`src/rtl/cmd_trig_pkg.sv`:
```
package cmd_trig_pkg;
    typedef enum logic [1:0] {
        LK_LOCKED = 2'd0,
        LK_ARMED  = 2'd1,
        LK_OPEN   = 2'd2
    } lock_state_e;

    localparam logic [3:0] UNLOCK_KEY = 4'b0101;
    localparam logic [3:0] RESET_KEY  = 4'b1010;

    typedef struct packed {
        logic fdump;
        logic protect;
        logic rdrow;
        logic nvm_prog;
        logic nvm_reload;
    } misc_pulse_t;
endpackage

```
`src/rtl/lock_fsm.sv`:
```
module lock_fsm
    import cmd_trig_pkg::*;
(
    input  logic clk,
    input  logic rst_n,
    input  logic any_wr,
    input  logic key_wr,
    input  logic clear_wr,
    input  logic set_wr,
    output logic locked,
    output logic armed
);
    lock_state_e state_q, state_d;

    always_ff @(posedge clk) begin
        if (!rst_n) state_q <= LK_LOCKED;
        else        state_q <= state_d;
    end

    always_comb begin
        state_d = state_q;
        unique case (state_q)
            LK_LOCKED: begin
                if (key_wr) state_d = LK_ARMED;        // ARM
            end
            LK_ARMED: begin
                if (clear_wr)    state_d = LK_OPEN;    // UNLOCK
                else if (key_wr) state_d = LK_ARMED;   // re-ARM
                else if (any_wr) state_d = LK_LOCKED;  // DISARM
            end
            LK_OPEN: begin
                if (set_wr) state_d = LK_LOCKED;       // RELOCK
            end
            default: state_d = LK_LOCKED;
        endcase
    end

    always_comb begin
        locked = (state_q != LK_OPEN);
        armed  = (state_q == LK_ARMED);
    end

    p_open_from_armed_r7: assert property (@(posedge clk) disable iff (!rst_n)
        (state_q == LK_OPEN && $past(state_q) != LK_OPEN) |-> $past(state_q) == LK_ARMED);
    p_arm_consumed_r8: assert property (@(posedge clk) disable iff (!rst_n)
        ($past(state_q) == LK_ARMED && $past(any_wr) && !$past(key_wr)) |-> state_q != LK_ARMED);
    p_lock_set_r9: assert property (@(posedge clk) disable iff (!rst_n)
        $past(set_wr) |-> locked);
endmodule

```
`src/rtl/trig_decode.sv`:
```
module trig_decode
    import cmd_trig_pkg::*;
(
    input  logic        clk,
    input  logic        rst_n,
    input  logic        cmd_wr,
    input  logic [3:0]  rst_code,
    input  logic        ld_bit,
    input  logic        clr_bit,
    input  misc_pulse_t misc_bits,
    output logic        srst_pulse,
    output logic        ld_req,
    output logic        clr_req,
    output misc_pulse_t misc_pulse
);
    always_ff @(posedge clk) begin
        if (!rst_n) begin
            srst_pulse <= 1'b0;
            ld_req     <= 1'b0;
            clr_req    <= 1'b0;
            misc_pulse <= '0;
        end else if (cmd_wr) begin
            srst_pulse <= (rst_code == RESET_KEY);
            ld_req     <= ld_bit;
            clr_req    <= clr_bit;
            misc_pulse <= misc_bits;
        end else begin
            srst_pulse <= 1'b0;
            ld_req     <= 1'b0;
            clr_req    <= 1'b0;
            misc_pulse <= '0;
        end
    end

    p_srst_code_r3: assert property (@(posedge clk) disable iff (!rst_n)
        srst_pulse |-> ($past(cmd_wr) && $past(rst_code) == RESET_KEY));
endmodule

```
`src/rtl/chan_strobe.sv`:
```
module chan_strobe #(
    parameter int N_CH   = 4,
    parameter int CODE_W = 12
) (
    input  logic                     clk,
    input  logic                     rst_n,
    input  logic                     cmd_wr,
    input  logic                     ld_bit,
    input  logic                     clr_bit,
    input  logic [N_CH-1:0]          sync_cfg,
    input  logic [N_CH-1:0]          clr_sel,
    output logic [N_CH-1:0]          load_pulse,
    output logic [N_CH-1:0]          clr_pulse,
    output logic [N_CH*CODE_W-1:0]   clr_code
);
    localparam logic [CODE_W-1:0] MID_CODE  = CODE_W'(1) << (CODE_W - 1);
    localparam logic [CODE_W-1:0] ZERO_CODE = '0;

    for (genvar i = 0; i < N_CH; i++) begin : g_ch
        logic [CODE_W-1:0] code_q;

        always_ff @(posedge clk) begin
            if (!rst_n) begin
                load_pulse[i] <= 1'b0;
                clr_pulse[i]  <= 1'b0;
                code_q        <= ZERO_CODE;
            end else begin
                load_pulse[i] <= cmd_wr && ld_bit && !clr_bit && sync_cfg[i];
                clr_pulse[i]  <= cmd_wr && clr_bit;
                if (cmd_wr && clr_bit)
                    code_q <= clr_sel[i] ? MID_CODE : ZERO_CODE;
            end
        end

        assign clr_code[i*CODE_W +: CODE_W] = code_q;

        p_load_sync_r4: assert property (@(posedge clk) disable iff (!rst_n)
            load_pulse[i] |-> $past(sync_cfg[i]));
    end

    p_clr_wins_r6: assert property (@(posedge clk) disable iff (!rst_n)
        (|clr_pulse) |-> (load_pulse == '0));
    p_code_hold_r5: assert property (@(posedge clk) disable iff (!rst_n)
        !(|clr_pulse) |-> $stable(clr_code));
endmodule

```
`src/rtl/cmd_trig_reg.sv`:
```
module cmd_trig_reg
    import cmd_trig_pkg::*;
#(
    parameter int          N_CH     = 4,
    parameter int          CODE_W   = 12,
    parameter logic [7:0]  PAGE     = 8'hFF,
    parameter logic [7:0]  CMD_ADDR = 8'hE4,
    parameter logic [7:0]  CFG_ADDR = 8'hE3,
    parameter int          LOCK_BIT = 0
) (
    input  logic                    clk,
    input  logic                    rst_n,
    input  logic                    bus_wr,
    input  logic [7:0]              bus_page,
    input  logic [7:0]              bus_addr,
    input  logic [15:0]             bus_wdata,
    output logic [15:0]             bus_rdata,
    input  logic [N_CH-1:0]         sync_cfg,
    input  logic [N_CH-1:0]         clr_sel,
    output logic [N_CH-1:0]         load_pulse,
    output logic [N_CH-1:0]         clr_pulse,
    output logic [N_CH*CODE_W-1:0]  clr_code,
    output logic                    soft_rst_pulse,
    output logic                    fdump_pulse,
    output logic                    protect_pulse,
    output logic                    rdrow_pulse,
    output logic                    nvm_prog_pulse,
    output logic                    nvm_reload_pulse,
    output logic                    dev_locked
);
    logic        sel_cmd, sel_cfg, cmd_wr, cfg_wr;
    logic        armed, ld_req, clr_req;
    misc_pulse_t misc_bits, misc_pulse;
    logic        unused_wbit;

    assign sel_cmd = (bus_page == PAGE) && (bus_addr == CMD_ADDR);
    assign sel_cfg = (bus_page == PAGE) && (bus_addr == CFG_ADDR);
    assign cmd_wr  = bus_wr && sel_cmd;
    assign cfg_wr  = bus_wr && sel_cfg;
    assign unused_wbit = bus_wdata[5];

    assign misc_bits = '{fdump:      bus_wdata[4],
                         protect:    bus_wdata[3],
                         rdrow:      bus_wdata[2],
                         nvm_prog:   bus_wdata[1],
                         nvm_reload: bus_wdata[0]};

    lock_fsm u_lock (
        .clk      (clk),
        .rst_n    (rst_n),
        .any_wr   (bus_wr),
        .key_wr   (cmd_wr && bus_wdata[15:12] == UNLOCK_KEY),
        .clear_wr (cfg_wr && !bus_wdata[LOCK_BIT]),
        .set_wr   (cfg_wr && bus_wdata[LOCK_BIT]),
        .locked   (dev_locked),
        .armed    (armed)
    );

    trig_decode u_dec (
        .clk        (clk),
        .rst_n      (rst_n),
        .cmd_wr     (cmd_wr),
        .rst_code   (bus_wdata[11:8]),
        .ld_bit     (bus_wdata[7]),
        .clr_bit    (bus_wdata[6]),
        .misc_bits  (misc_bits),
        .srst_pulse (soft_rst_pulse),
        .ld_req     (ld_req),
        .clr_req    (clr_req),
        .misc_pulse (misc_pulse)
    );

    chan_strobe #(.N_CH(N_CH), .CODE_W(CODE_W)) u_chan (
        .clk        (clk),
        .rst_n      (rst_n),
        .cmd_wr     (cmd_wr),
        .ld_bit     (bus_wdata[7]),
        .clr_bit    (bus_wdata[6]),
        .sync_cfg   (sync_cfg),
        .clr_sel    (clr_sel),
        .load_pulse (load_pulse),
        .clr_pulse  (clr_pulse),
        .clr_code   (clr_code)
    );

    assign fdump_pulse      = misc_pulse.fdump;
    assign protect_pulse    = misc_pulse.protect;
    assign rdrow_pulse      = misc_pulse.rdrow;
    assign nvm_prog_pulse   = misc_pulse.nvm_prog;
    assign nvm_reload_pulse = misc_pulse.nvm_reload;

    always_comb begin
        bus_rdata = '0;
        if (sel_cmd) begin
            bus_rdata[15:12] = armed ? UNLOCK_KEY : 4'h0;
            bus_rdata[11:8]  = soft_rst_pulse ? RESET_KEY : 4'h0;
            bus_rdata[7]     = ld_req;
            bus_rdata[6]     = clr_req;
            bus_rdata[4:0]   = misc_pulse;
        end else if (sel_cfg) begin
            bus_rdata[LOCK_BIT] = dev_locked;
        end
    end

    p_no_stray_r11: assert property (@(posedge clk) disable iff (!rst_n)
        !$past(cmd_wr) |-> ({soft_rst_pulse, misc_pulse, load_pulse, clr_pulse} == '0));
endmodule

```
`config.mk`:
```
export PLATFORM = sky130hd
export DESIGN_NAME = cmd_trig_reg
export DESIGN_NICKNAME = d
export VERILOG_FILES = /design/src/rtl/cmd_trig_pkg.sv /design/src/rtl/lock_fsm.sv /design/src/rtl/trig_decode.sv /design/src/rtl/chan_strobe.sv /design/src/rtl/cmd_trig_reg.sv
export SDC_FILE = /design/constraint.sdc
export NUM_CORES = 1
export LEC_CHECK = 0
export BUFFER_PORTS_ARGS = -buffer_cell sky130_fd_sc_hd__buf_2
export CAP_MARGIN = 30
export CELL_PAD_IN_SITES_DETAIL_PLACEMENT = 1
export CELL_PAD_IN_SITES_GLOBAL_PLACEMENT = 1
export CORE_MARGIN = 3
export CORE_UTILIZATION = 24
export CTS_CLUSTER_SIZE = 28
export DETAILED_ROUTE_END_ITERATION = 10
export GPL_TIMING_DRIVEN = 0
export HOLD_SLACK_MARGIN = 0.08
export PLACE_DENSITY_LB_ADDON = 0.1
export RECOVER_POWER = 25
export SETUP_SLACK_MARGIN = 0.2
export SYNTH_ARGS = -nofsm -noshare
export SYNTH_HDL_FRONTEND = slang
export SYNTH_SLANG_ARGS = --single-unit
```
`constraint.sdc`:
```
create_clock -name clk -period 2.4 [get_ports clk]
set_input_delay 0.36 -clock clk [delete_from_list [all_inputs] [get_ports clk]]
set_output_delay 0.36 -clock clk [all_outputs]
set_load 0.01 [all_outputs]
```
==> results.md <==
- Outcome: complete, no violations
- Setup WS pre-CTS: 0.0704 ns
- Worst hold start: bus_wdata[10]
- Compound-Gate Fraction of Synth Area: 6.19%
- Worst hold margin: 0.273 ns
- Initial Utilization: 25.7%
- Reg2reg path depth: 3
- Fin Setup TNS: 0 ns
- Fin. max-slew vios: 0
- Post-CTS Hold Fix Bufs: 0
- Distinct cells, synth: 31
- Area Overhead vs Synth: 55.9%
- Hold path cells: 2
- DRT antenna net count: 0
- Sequential share of the synthesized area: 30.3%
- Adder-cell share of the synthesized area: 0%
- Total GRT Usage: 10.7%
- TritonCTS clock tree: yes
- Root Driver: clkbuf_8
- Total detailed-routing wirelength: 3.45 mm
- Placed insts: 324
- Post-synthesis mux area share: 0%
- Delay of the slowest critical-path stage: 0.55 ns
- H-tree level count: 1
- F_max: 446 MHz
- Most common library cell in the layout ignoring fill and taps: buf_4
- FF/Latch Area: 380 um^2
- Met2 WL: 1.77 mm
- Design Power: 0.685 mW
- Post-Synth XOR/XNOR Area: 0%
- Pwr dens: 350 nW/um^2
- Initial DRT Pass Iterations: 3
- Chip Height: 78.3 um
- Post-synth top area share: 33.5%
- Worst EP arrival: 1.88 ns
- Critical path class: in2out
- CP startpoint kind: input pin
- Worst path required time: 2.04 ns
- Top cell by count, worst path: buf_6
- Reg clk slew, reported paths: 0.07 ns
- Initial antenna violation count: 0
- Mapped Area: 1250 um^2
- CP endpoint kind: output port
- Most frequent cells in the layout: 59 x buf_4, 56 x buf_2, 49 x conb_1
- Slack of the critical path: 0.157 ns
- PortBufs: 70
- Met3 wire len: 331 um
- Area leader, netlist: buf_4
- RSZ-0062 raised after global routing: true
- Worst Setup SP: bus_addr[3]
- Clk Latency, worst-skew pair: 0.24 ns
- GR Overflow Total: 0
- Post-Syn Instances: 139
- Core area: 4880 um^2
- Total CTS buffers: 3
- Final period utilization: 93.4%
- Worst vdd ir: 0.189 mV
- Worst-path cell chain: buf_6, or4b_4, or4_4, nor3b_4, buf_4, buf_6
- Fill cells: 641
- Finished Layout Cells: 331
- Most area-consuming cells after synthesis: buf_4 34%, dfxtp_1 30%, and2_2 4.2%
- Min cycle time layout: 2.24 ns
- Largest net degree at the start of global routing: 11
- Avg Cell Area, Syn: 9.02 um^2
- Max Cap Viol: 0
- Critical-path top delay cell: or4b_4
- I/O pin count: 122
- Top layer in use: met4
- Ant diodes: 0
- Setup violators final: 0
- Final net count: 308
- Largest family of logic cells by synthesized area: buffers and inverters
- Via Count: 1,218
- CTS Buffer Depth: 2
- Critical Path Fanout Max: 2
- Placer Congestion: 0.697
- Worst min path class: in2reg
- Number of synthesized register bits: 19
- Clk_skew: 0.0000837 ns
- Post-synth EDFFs: 0
- First-pass GRT wire length: 5.36 mm
- Rows: 25
- CTS sink cnt: 19
- DRC: 0
- Share of cells above drive strength 1: 51.1%
- Top_reg_cell synth: dfxtp_1
- Met1 wire length: 1.33 mm
- Multi-input logic area: 628 um^2
- Lkg Pwr: 1.07 nW
- Vias per cell: 3.68
- Iter 0 DRT Violations: 9
- Worst r2r src: u_lock.state_q[1]$_SDFFE_PN0P_
- Detailed placement HPWL: 3.03 mm
- Mean routed wirelength per cell: 10.4 um
- Share of synthesized registers carrying an async set or reset: 0%
- Die X: 78.3 um
- Synth Area in Simple Gates: 28.0%
- Syn. warnings: 0
- Die area: 6130 um^2
- Final Hold Fails: 0
- Vias in the first global route: 1,261
## critical path: cells and delay by family
| kind | cells | cell delay (ns) |
|---|---|---|
| buf+inv | 3 | 0.31 |
| simple gates | 3 | 1.21 |
## through the flow
stage               cell area (um^2)  utilization (%)
floorplan                       1430                -
global placement                1870             38.3
detailed placement              1870             38.3
CTS                             1950             39.9
global route                    1950             40.1
finish                          1950             40.1
## synth_stat cells (2+ instances only)
library cell and number:
and2_2 7, nor2_1 2, buf_4 56, and4b_1 4, nand2b_1 2, nand3_1 2
nand2_1 3, a21oi_1 5, dfxtp_1 19, and2_1 8, nor3b_1 3, o21ai_1 4
nand4_1 6
## cells by family after synthesis
kind of cell,Yosys count
simple gates,47
compound gates,13
other cells,1
buf+inv,59
flops,19
## registers in the layout (all words and copies together) (netlist names)
register            flops
u_lock.state_q          2
u_chan.g_ch.code_q      4
u_dec.misc_pulse        5
u_dec.srst_pulse        1
u_dec.ld_req            1
u_chan.load_pulse       4
u_chan.clr_pulse        1
u_dec.clr_req           1
## timing repair
item,4_1_cts,5_1_grt
setup buffers,2,1
setup endpoints to repair,4,10
resized for setup,3,2
pin swaps,3,1
## path summary, 6_finish.rpt
| check | end | slack (ns) |
|---|---|---|
| max | bus_rdata[14] | 0.16 |
| max reg2reg | u_lock.state_q[1]$_SDFFE_PN0P_ | 1.28 |
| min | u_dec.srst_pulse$_SDFF_PN0_ | 0.27 |
| min reg2reg | u_chan.g_ch[3].code_q[11]$_SDFFE_PN0P_ | 0.49 |
## per-layer routing
metal  GRT usage [%]  vias up
met5               0        -
li1                -      621
met4            2.10        0
met2            20.3       61
met1            11.5      534
met3            3.33        2
## report_power, final
group          leakage [nW]  internal (mW)  total [mW]  switching, mW
clock                0.0228          0.118       0.213         0.0954
combinational         0.899         0.0862       0.157         0.0707
sequential            0.153          0.315       0.315    0.000000378
total                  1.07          0.519       0.685          0.166
## cell type report
| cell class | instances | area share [%] |
|---|---|---|
| clock buffers | 4 | 2.30 |
| plain buffers | 58 | 22.3 |
| well taps | 67 | 4.29 |
| multi-input cells | 109 | 32.1 |
| flip-flops and latches | 19 | 19.5 |
| repair buffers | 73 | 19.3 |
| inverters | 1 | 0.192 |
Power figures use the tool's default switching activity.
